===== config.mk =====
export PLATFORM = sky130hd
export DESIGN_NAME = thresh_fifo_dma
export DESIGN_NICKNAME = d
export VERILOG_FILES = /design/src/rtl/tfd_pkg.sv /design/src/rtl/tfd_store.sv /design/src/rtl/tfd_level.sv /design/src/rtl/thresh_fifo_dma.sv
export SDC_FILE = /design/constraint.sdc
export NUM_CORES = 1
export LEC_CHECK = 0
export CAP_MARGIN = 25
export CORE_MARGIN = 4
export CORE_UTILIZATION = 55
export CTS_CLUSTER_DIAMETER = 80
export CTS_CLUSTER_SIZE = 10
export DETAILED_ROUTE_END_ITERATION = 8
export PLACE_DENSITY_LB_ADDON = 0.1
export SYNTH_ARGS = -nofsm -noshare
export SYNTH_HDL_FRONTEND = slang
export SYNTH_SLANG_ARGS = --single-unit

===== constraint.sdc =====
create_clock -name clk -period 9.9 [get_ports clk]
set_input_delay 1.98 -clock clk [delete_from_list [all_inputs] [get_ports clk]]
set_output_delay 1.98 -clock clk [all_outputs]
set_load 0.02 [all_outputs]

===== src/rtl/tfd_pkg.sv =====
package tfd_pkg;
    localparam int LVL_W = 5;
    localparam int REG_W = 16;

    typedef enum logic [1:0] {
        ADDR_DATA   = 2'd0,
        ADDR_BUFCFG = 2'd1,
        ADDR_CTRL   = 2'd2,
        ADDR_STAT   = 2'd3
    } addr_e;

    localparam int CFG_RXEN_BIT = 15;
    localparam int CFG_UP_LSB   = 8;
    localparam int CFG_TXEN_BIT = 7;
    localparam int CFG_LO_LSB   = 0;
    localparam int STAT_UP_BIT  = 10;
    localparam int STAT_LO_BIT  = 11;

    typedef struct packed {
        logic             rx_en;
        logic [LVL_W-1:0] up_lvl;
        logic             tx_en;
        logic [LVL_W-1:0] lo_lvl;
    } bufcfg_t;
endpackage


===== src/rtl/tfd_store.sv =====
module tfd_store #(
    parameter int WIDTH = 16,
    parameter int DEPTH = 32,
    localparam int PTR_W = $clog2(DEPTH),
    localparam int CNT_W = $clog2(DEPTH + 1)
) (
    input  logic             clk,
    input  logic             rst_n,
    input  logic             push,
    input  logic [WIDTH-1:0] push_data,
    input  logic             pop,
    input  logic             flush,
    output logic [WIDTH-1:0] head,
    output logic [CNT_W-1:0] cnt,
    output logic [CNT_W-1:0] cnt_next
);
    typedef struct packed {
        logic [PTR_W-1:0] wr;
        logic [PTR_W-1:0] rd;
        logic [CNT_W-1:0] cnt;
    } ptr_t;

    ptr_t st_d, st_q;
    logic [WIDTH-1:0] mem [DEPTH];
    logic push_ok, pop_ok, wr_en;

    function automatic logic [PTR_W-1:0] bump(input logic [PTR_W-1:0] p);
        return (p == PTR_W'(DEPTH - 1)) ? '0 : p + 1'b1;
    endfunction

    always_comb begin
        st_d    = st_q;
        push_ok = push && (st_q.cnt != CNT_W'(DEPTH));
        pop_ok  = pop && (st_q.cnt != '0);
        wr_en   = push_ok && !flush;
        if (flush) begin
            st_d.wr  = st_q.rd;
            st_d.cnt = '0;
        end else begin
            if (push_ok) st_d.wr = bump(st_q.wr);
            if (pop_ok)  st_d.rd = bump(st_q.rd);
            if (push_ok && !pop_ok)      st_d.cnt = st_q.cnt + 1'b1;
            else if (pop_ok && !push_ok) st_d.cnt = st_q.cnt - 1'b1;
        end
    end

    always_ff @(posedge clk) begin
        if (!rst_n) st_q <= '0;
        else        st_q <= st_d;
    end

    always_ff @(posedge clk) begin
        if (wr_en) mem[st_q.wr] <= push_data;
    end

    assign head     = mem[st_q.rd];
    assign cnt      = st_q.cnt;
    assign cnt_next = st_d.cnt;

    AST_NO_OVERFLOW: assert property (@(posedge clk) disable iff (!rst_n)
        st_q.cnt <= CNT_W'(DEPTH));
    AST_FULL_DROP: assert property (@(posedge clk) disable iff (!rst_n)
        (st_q.cnt == CNT_W'(DEPTH) && push && !pop && !flush) |=> (st_q.cnt == CNT_W'(DEPTH)));
    AST_EMPTY_PEEK: assert property (@(posedge clk) disable iff (!rst_n)
        (st_q.cnt == '0 && pop && !push && !flush) |=> (st_q.cnt == '0));
endmodule


===== src/rtl/tfd_level.sv =====
module tfd_level #(
    parameter int CNT_W = 6,
    parameter int LVL_W = 5
) (
    input  logic             active,
    input  logic             dir_rd,
    input  logic [CNT_W-1:0] cnt,
    input  logic [LVL_W-1:0] up_lvl,
    input  logic [LVL_W-1:0] lo_lvl,
    input  logic             rx_en,
    input  logic             tx_en,
    output logic             rx_req,
    output logic             tx_req,
    output logic             up_flag,
    output logic             lo_flag
);
    logic idle, rx_hit, tx_hit;

    always_comb begin
        idle    = !active && (cnt == '0);
        rx_hit  = !idle && dir_rd && (cnt > CNT_W'(up_lvl));
        tx_hit  = !idle && !dir_rd && (cnt < CNT_W'(lo_lvl));
        rx_req  = rx_hit && rx_en;
        up_flag = rx_hit && !rx_en;
        tx_req  = tx_hit && tx_en;
        lo_flag = tx_hit && !tx_en;
    end
endmodule


===== src/rtl/thresh_fifo_dma.sv =====
module thresh_fifo_dma #(
    parameter int WIDTH = 16,
    parameter int DEPTH = 32,
    localparam int CNT_W = $clog2(DEPTH + 1)
) (
    input  logic             clk,
    input  logic             rst_n,
    input  logic [1:0]       host_addr,
    input  logic             host_wr,
    input  logic             host_rd,
    input  logic [15:0]      host_wdata,
    output logic [15:0]      host_rdata,
    input  logic             xfer_active,
    input  logic             xfer_dir,
    input  logic             card_push,
    input  logic [WIDTH-1:0] card_wdata,
    input  logic             card_pop,
    output logic [WIDTH-1:0] card_rdata,
    output logic [CNT_W-1:0] fill_level,
    output logic             dma_rx_req,
    output logic             dma_tx_req
);
    import tfd_pkg::*;

    typedef struct packed {
        logic    en;
        bufcfg_t cfg;
        logic    st_up;
        logic    st_lo;
        logic    rx_req;
        logic    tx_req;
    } regs_t;

    regs_t r_d, r_q;

    logic             data_wr, data_rd, flush;
    logic             push, pop;
    logic [WIDTH-1:0] push_data, head;
    logic [CNT_W-1:0] cnt_q, cnt_d;
    logic             ev_rx, ev_tx, ev_up, ev_lo;
    logic             unused_wbits;

    assign unused_wbits = ^{host_wdata[14:13], host_wdata[6:5], host_wdata[15:1]};

    always_comb begin
        data_wr   = host_wr && (host_addr == ADDR_DATA);
        data_rd   = host_rd && (host_addr == ADDR_DATA);
        flush     = host_wr && (host_addr == ADDR_CTRL) && !host_wdata[0];
        push      = data_wr || card_push;
        push_data = data_wr ? WIDTH'(host_wdata) : card_wdata;
        pop       = data_rd || card_pop;
    end

    tfd_store #(.WIDTH(WIDTH), .DEPTH(DEPTH)) u_store (
        .clk       (clk),
        .rst_n     (rst_n),
        .push      (push),
        .push_data (push_data),
        .pop       (pop),
        .flush     (flush),
        .head      (head),
        .cnt       (cnt_q),
        .cnt_next  (cnt_d)
    );

    tfd_level #(.CNT_W(CNT_W), .LVL_W(LVL_W)) u_level (
        .active  (xfer_active),
        .dir_rd  (xfer_dir),
        .cnt     (cnt_d),
        .up_lvl  (r_d.cfg.up_lvl),
        .lo_lvl  (r_d.cfg.lo_lvl),
        .rx_en   (r_d.cfg.rx_en),
        .tx_en   (r_d.cfg.tx_en),
        .rx_req  (ev_rx),
        .tx_req  (ev_tx),
        .up_flag (ev_up),
        .lo_flag (ev_lo)
    );

    // configuration and control first, then the level evaluation on the new values
    always_comb begin
        r_d = r_q;
        if (host_wr && host_addr == ADDR_BUFCFG) begin
            r_d.cfg.rx_en  = host_wdata[CFG_RXEN_BIT];
            r_d.cfg.up_lvl = host_wdata[CFG_UP_LSB +: LVL_W];
            r_d.cfg.tx_en  = host_wdata[CFG_TXEN_BIT];
            r_d.cfg.lo_lvl = host_wdata[CFG_LO_LSB +: LVL_W];
        end
        if (host_wr && host_addr == ADDR_CTRL) r_d.en = host_wdata[0];
        if (flush) begin
            r_d.st_up  = 1'b0;
            r_d.st_lo  = 1'b0;
            r_d.rx_req = 1'b0;
            r_d.tx_req = 1'b0;
        end else begin
            r_d.st_up  = ev_up;
            r_d.st_lo  = ev_lo;
            r_d.rx_req = ev_rx;
            r_d.tx_req = ev_tx;
        end
    end

    always_ff @(posedge clk) begin
        if (!rst_n) begin
            r_q            <= '0;
            r_q.cfg.up_lvl <= '1;
        end else begin
            r_q <= r_d;
        end
    end

    always_comb begin
        host_rdata = '0;
        unique case (host_addr)
            ADDR_DATA:   host_rdata = 16'(head);
            ADDR_BUFCFG: begin
                host_rdata[CFG_RXEN_BIT]             = r_q.cfg.rx_en;
                host_rdata[CFG_UP_LSB +: LVL_W]      = r_q.cfg.up_lvl;
                host_rdata[CFG_TXEN_BIT]             = r_q.cfg.tx_en;
                host_rdata[CFG_LO_LSB +: LVL_W]      = r_q.cfg.lo_lvl;
            end
            ADDR_CTRL:   host_rdata[0] = r_q.en;
            ADDR_STAT:   begin
                host_rdata[STAT_UP_BIT] = r_q.st_up;
                host_rdata[STAT_LO_BIT] = r_q.st_lo;
            end
            default:     host_rdata = '0;
        endcase
    end

    assign card_rdata = head;
    assign fill_level = cnt_q;
    assign dma_rx_req = r_q.rx_req;
    assign dma_tx_req = r_q.tx_req;

    AST_REQ_EXCL: assert property (@(posedge clk) disable iff (!rst_n)
        !(r_q.rx_req && r_q.tx_req));
    AST_RX_READ_DIR: assert property (@(posedge clk) disable iff (!rst_n)
        (host_wr == 1'b0 && r_d.rx_req) |-> xfer_dir);
    AST_RXEN_NO_UPFLAG: assert property (@(posedge clk) disable iff (!rst_n)
        r_q.cfg.rx_en |-> !r_q.st_up);
    AST_TXEN_NO_LOFLAG: assert property (@(posedge clk) disable iff (!rst_n)
        r_q.cfg.tx_en |-> !r_q.st_lo);
    AST_FLUSH_CLEAR: assert property (@(posedge clk) disable iff (!rst_n)
        (host_wr && host_addr == ADDR_CTRL && !host_wdata[0]) |=>
        (cnt_q == '0 && !r_q.st_up && !r_q.st_lo));
    AST_IDLE_QUIET: assert property (@(posedge clk) disable iff (!rst_n)
        (!xfer_active && cnt_d == '0) |=> (!r_q.st_up && !r_q.st_lo && !r_q.rx_req && !r_q.tx_req));
endmodule


==> summary.txt, run 1 <==
Yosys
  – Top cells by area, synth: edfxtp_1, mux4_2, dfxtp_1
  – Async set or reset register ratio after synthesis: 0
  – Number of synthesized flops with an enable pin: 512
  – Synth warnings: 0
  – Most used DFF post-synth: edfxtp_1
  – Post-Syn Area: 22,300 sq um
  – Mean Syn Cell Area: 19.8 sq um
  – Unique cell type count in the Yosys netlist: 64
  – Post-Synthesis Cells: 1,123
  – Seq/Total Area, Yosys: 0.725
  – Post-synth top area share: 0.691
  – Yosys reg bits: 550
  – Syn Nets: 1,184
  – Largest area contributor in the netlist: edfxtp_1

Timing
  – Fin Setup TNS: 0 ps
  – Fmax: 150 MHz
  – Clock Skews: 11.7 ps
  – Worst slew margin: 0.282
  – Tcrit/Tclk final: 0.675
  – Final Critical Period: 6680 ps
  – Worst slew pin tran: 1070 ps
  – Setup ws final: 3220 ps
  – Final-report hold violation count: 0
  – Slew Viols, Final: 0
  – RSZ-0062 raised after global routing: false
  – Final setup violating endpoints: 0

Clocking
  – H-tree levels: 2
  – Clk slew on worst S/H paths: 60 ps
  – Hold Buf Count CTS: 0
  – Clock Path Buffers: 3
  – Num CTS Buffers: 60
  – Clk Tree Root Cell: clkbuf_16
  – Clk_lat worst skew: 610 ps
  – CTS tree: yes
  – CTS resizes: 0
  – Clock tree sinks: 550
  – Postcts setup bufs: 0

Layout
  – ANT cells: 0
  – FF+latch area: 16,100 sq um
  – Layout cell share with drive strength beyond 1: 0.269
  – # fillers: 2,663
  – Synth-to-layout area growth: 15.8%
  – Fin nets: 1,309
  – Footprint of the multi-input gates: 5860 sq um

Power
  – Pint: 0.00437 W
  – Logic pwr share: 0.207
  – Peak supply drop: 0.171 mV
  – Sw Share: 0.255
  – Leak: 8.21 nW
  – Seq pwr share: 0.463
  – Pwr Density: 227 nW/um^2
  – Net switching power: 0.00150 W
  – Clock share of power: 0.331

Floorplan
  – Die Wd: 209 um
  – IO Pins: 82
  – Core area: 39,900 sq um
  – Die area: 43,800 sq um
  – Initial Utilization: 0.558
  – Die Ht: 209 um
  – Row count: 73

Global routing
  – Global Route Usage Sum: 0.232
  – Antenna violations before repair: 1
  – Vias in the first global route: 11.4k
  – Remaining Overflow, GRT: 0
  – First-pass GRT wire length: 74,900 um
  – Largest net degree at the start of global routing: 89

Setup path
  – Crit end category: primary output
  – Max Fanout on Critical Path: 19
  – CP Launch Type: primary input
  – CP arrival: 4700 ps
  – Critical path data required time: 7920 ps
  – WS Path Type: primary input to primary output

Min path
  – Hold WC Path Type: flip-flop to flip-flop

Status
  – Status: finished clean

Flow run
  – Max-cap check violation count: 0

Drt
  – Avg WL per Cell: 28.1 um
  – Vias per cell: 6.26
  – DRC errors left: 0
  – DR pass1 iterations: 7
  – Vias: 11.3k
  – 1st-iter DRT viols: 1,329
  – Antenna Nets Post-Route: 0
  – Routed wire length: 50,500 um

Placed design
  – Placer congestion estimate: 0.863
  – HPWL after detailed placement: 28,000 um
  – Dpl ws: 3160 ps
  – Buffers on Ports: 81
-- final cells by class --
class                           instances  share of cell area
Clock inverter                          1            0.000631
Inverter                               11             0.00160
Sequential cell                       550               0.626
Tap cell                              525              0.0255
Timing Repair Buffer                  129              0.0551
Clock buffer                           85              0.0635
Multi-Input combinational cell        496               0.227
-- layer usage --
metal	track usage	vias up	wire length, um
met5	0	-	0
met4	0.0596	0	871
met3	0.0395	57	3230
met2	0.375	428	25400
met1	0.337	5939	21000
li1	-	4828	-
-- power groups by stage --
stage	Sequential [W]	Combinational, W	Clock (W)
detailed placement	0.00277	0.00120	0
global route	0.00273	0.00130	0.00209
global placement	0.00277	0.00119	0
finish	0.00271	0.00121	0.00194
floorplan	0.00267	0.000933	0
CTS	0.00272	0.00121	0.00198
-- cell usage after synthesis, drive strengths merged, types with 2 or more instances --
cell,n
a211oi,4
a21oi,11
a22o,2
and2,5
and3,6
and4b,2
buf,31
clkbuf,35
dfxtp,38
edfxtp,512
ha,19
inv,11
mux2,19
mux2i,26
mux4,160
nand2,67
nand2b,2
nand3,8
nand3b,4
nand4,2
nor2,79
nor2b,2
nor3,11
nor3b,5
nor4,3
nor4b,2
o2111ai,2
o211ai,8
o21a,2
o21ai,16
o22ai,2
or2,2
or3,3
or3b,3
or4b,3
-- metrics by stage --
stage          area, sq um  total power, W  cells   util  hold slack, ps
2_1_floorplan        22300         0.00361   1123      -             463
3_3_place_gp         23800         0.00395   1696  0.596             481
3_5_place_dp         23800         0.00397   1700  0.597             488
4_1_cts              25500         0.00591   1786  0.639             502
5_1_grt              25800         0.00611   1797  0.646             564
6_report             25800         0.00586   1797  0.646             508
-- path summary, 6_finish.rpt --
check	from	to	slack (ps)	depth (start not counted)
max	host_addr[0]	host_rdata[11]	3220	4
min reg2reg	r_q[16]	r_q[16]	510	2
min	r_q[16]	r_q[16]	510	2
max reg2reg	u_store.cnt[1]	r_q[2]	6030	15
-- cells by family (layout without fill, tap and decap cells) --
logic type	count (synthesis)	after routing	synth area share
simple gates	212	212	0.0460
fa+ha+maj	19	19	0.0107
mux	205	205	0.184
buf+inv	77	226	0.0156
flops	550	550	0.725
compound gates	58	58	0.0183
xor+xnor	2	2	0.000787
-- placed cells by master (no fill, tap or decap), types with 11 or more instances in the layout --
master / n
buf_4: 32
o21ai_0: 12
dfxtp_1: 34
mux2i_1: 25
edfxtp_1: 512
clkdlybuf4s50_1: 81
clkbuf_16: 62
mux4_2: 160
nor3_1: 11
nor2_1: 47
clkbuf_1: 23
nand2_1: 67
inv_1: 11
ha_1: 19
mux2_2: 19
nor2_2: 32
-- registers in the layout, indices dropped and copies added, names as in the netlist, named ones only --
name	cells
u_store.mem	512
r_q	15
u_store.st_q	10
u_store.cnt	6
dma_rx_req	1
dma_tx_req	1
-- worst max-delay path: stages --
cell             delay (ps)
clkdlybuf4s50_1         930
nor2_1                  910
a22o_1                  280
clkdlybuf4s50_1         610
(Power assumes the default switching activity.)
==> run 2: changes to the inputs <==
- clock period: 9.9 -> 5.9 ns (I/O delays scaled with it)
==> run 2 against run 1 <==
Cell count increased by 0.95%. Sequential share of layout area is 0.36 points lower. Hold slack gained 4.9 ps. Critical endpoint is now host_rdata[1].
==> summary.txt, run 2 (same netlist as run 1, synthesis figures left out) <==
Setup path
  – CP Launch Type: flip-flop
  – Critical path's most frequent cell: mux4_2
  – Worst path max stage delay: 780 ps (-150 ps)
  – Crit end category: primary output
  – Max Fanout on Critical Path: 28 (+9)
  – Critical path data required time: 4720 ps (-3200 ps)
  – Critical path buffers and inverters: 2 (unchanged)
  – Family with the most delay on the worst path: multiplexers
  – WS Path Type: flip-flop to primary output
  – Launch point of the worst reg-to-reg path: u_store.cnt[1]
  – CP cell instances: buf_12 > mux4_2 > mux4_2 > mux2_2 > mux2i_1 > nor2_1 > clkdlybuf4s50_1
  – CP arrival: 3960 ps (-740 ps)
  – Slowest CP cell: dfxtp_4

Timing
  – Worst hold slack: 513 ps (+4.89 ps)
  – Tcrit/Tclk final: 0.871
  – Final setup violating endpoints: 0 (unchanged)
  – Worst slew pin tran: 1050 ps (-28.1 ps)
  – Fin Setup TNS: 0 ps (unchanged)
  – Setup ws final: 763 ps (-2450 ps)
  – Fmax: 195 MHz
  – RSZ-0062 raised after global routing: false
  – Worst slew margin: 0.300 (+0.0179)
  – Final-report hold violation count: 0 (unchanged)
  – Final Critical Period: 5140 ps
  – Slew Viols, Final: 0 (unchanged)
  – Clock Skews: 12.5 ps (+0.736 ps)

Drt
  – Highest metal used: met5
  – Metal2 WL: 25,500 um (+0.52%)
  – DR pass1 iterations: 5 (-2)
  – 1st-iter DRT viols: 1,088 (-18%)
  – Met3 WL: 3250 um (+0.71%)
  – Antenna Nets Post-Route: 0 (unchanged)
  – Avg WL per Cell: 28.4 um (+1.1%)
  – DRC errors left: 0 (unchanged)
  – Vias per cell: 6.23 (-0.44%)
  – Vias: 11.3k (+0.50%)
  – Routed metal-1 wire length: 21,500 um (+2.5%)
  – Routed wire length: 51,500 um (+2.1%)

Global routing
  – Largest net degree at the start of global routing: 44 (-51%)
  – Global Route Usage Sum: 0.239 (+0.00696)
  – Remaining Overflow, GRT: 0 (unchanged)
  – Vias in the first global route: 11.7k (+2.6%)
  – First-pass GRT wire length: 77,100 um (+3.1%)
  – Antenna violations before repair: 3 (+2)

Layout
  – Commonest cells after routing, fill and taps aside: edfxtp_1, mux4_2, clkdlybuf4s50_1, nand2_1, clkbuf_16
  – Most common cell after layout, fill and taps aside: edfxtp_1
  – Synth-to-layout area growth: 16.5%
  – Top Registers: u_store.mem (512), r_q (15), u_store.st_q (10)
  – Largest register by flop count: u_store.mem
  – Fin nets: 1,325 (+1.2%)
  – Max reg flops: 512 (unchanged)
  – ANT cells: 0 (unchanged)
  – Layout cell share with drive strength beyond 1: 0.279 (+0.00964)

Power
  – Pwr Density: 383 nW/um^2 (+69%)
  – Clock share of power: 0.331 (about the same)
  – Seq pwr share: 0.455 (-0.008)
  – Peak supply drop: 0.273 mV (+60%)
  – Logic pwr share: 0.214 (+0.007)
  – Pint: 0.00738 W (+69%)
  – Leak: 8.29 nW (+0.98%)
  – Sw Share: 0.258 (+0.00287)
  – Net switching power: 0.00257 W (+72%)

Clocking
  – Num CTS Buffers: 61 (+1.7%)
  – Postcts setup bufs: 0 (unchanged)
  – Clock Path Buffers: 3 (unchanged)
  – Clock tree sinks: 550 (unchanged)
  – CTS tree: yes
  – H-tree levels: 2 (unchanged)
  – Hold Buf Count CTS: 0 (unchanged)
  – Clk_lat worst skew: 610 ps (about the same)
  – Clk slew on worst S/H paths: 60 ps (about the same)
  – CTS resizes: 0 (unchanged)
  – Clk Tree Root Cell: clkbuf_16

Status
  – Status: finished clean

Placed design
  – HPWL after detailed placement: 30,400 um (+8.6%)
  – Buffers on Ports: 81 (unchanged)
  – Dpl ws: 1040 ps (-2120 ps)
  – Placer congestion estimate: 0.863 (about the same)

Flow run
  – Max-cap check violation count: 0 (unchanged)

Floorplan
  – Initial Utilization: 0.558 (unchanged)
  – Die area: 43,800 sq um (unchanged)
  – Die Wd: 209 um (unchanged)
  – Die Ht: 209 um (unchanged)
  – Core area: 39,900 sq um (unchanged)
  – IO Pins: 82 (unchanged)
  – Row count: 73 (unchanged)

Min path
  – Hold WC Path Type: flip-flop to flip-flop
  – Worst Min Path Start: r_q[12]
## run 2: final timing paths
kind / endpoint / slack, ps / cells after the start
worst max-delay path: host_rdata[1] / 760 / 7
worst min-delay path: r_q[12] / 510 / 2
worst max register to register: r_q[2] / 2070 / 15
worst min register to register: r_q[12] / 510 / 2
## run 2: worst min-delay path: stages (launching register included)
cell     delay [ps]
dfxtp_1         320
mux2i_1          90
nand2_1          70
## run 2: metrics by stage
stage	util	std cells	instance area (sq um)	power (W)
after floorplan	-	1123	22300	0.00605
after global routing	0.650	1814	25900	0.0104
after CTS	0.642	1801	25600	0.0100
final	0.650	1814	25900	0.00994
after detailed placement	0.600	1713	24000	0.00673
after global placement	0.600	1713	24000	0.00672
## run 2: per-layer routing
metal,up-vias,global-route usage
met4,2,0.0686
met1,5962,0.349
met2,409,0.379
met5,-,0
met3,85,0.0422
li1,4850,-
## run 2: area by class of cell
type	instances	area, sq um
sequential	550	16100
fill	2667	14000
multi-input combinational	496	5860
clock buffer	85	1640
timing repair buffer	144	1560
tap	525	657
inverter	11	41.3
clock inverter	3	31.3
## run 2: power groups by stage
stage               clock [W]  sequential, W  combinational, W
floorplan                   0        0.00449           0.00156
global placement            0        0.00461           0.00211
detailed placement          0        0.00462           0.00211
CTS                   0.00336        0.00454           0.00212
global route          0.00352        0.00454           0.00228
finish                0.00329        0.00453           0.00212
==> run 3: changes to the inputs <==
- SKIP_CTS_REPAIR_TIMING: unset -> 1
==> results of run 3 <==
Same layout as run 2: the final DEF is identical, and so are final timing and power.
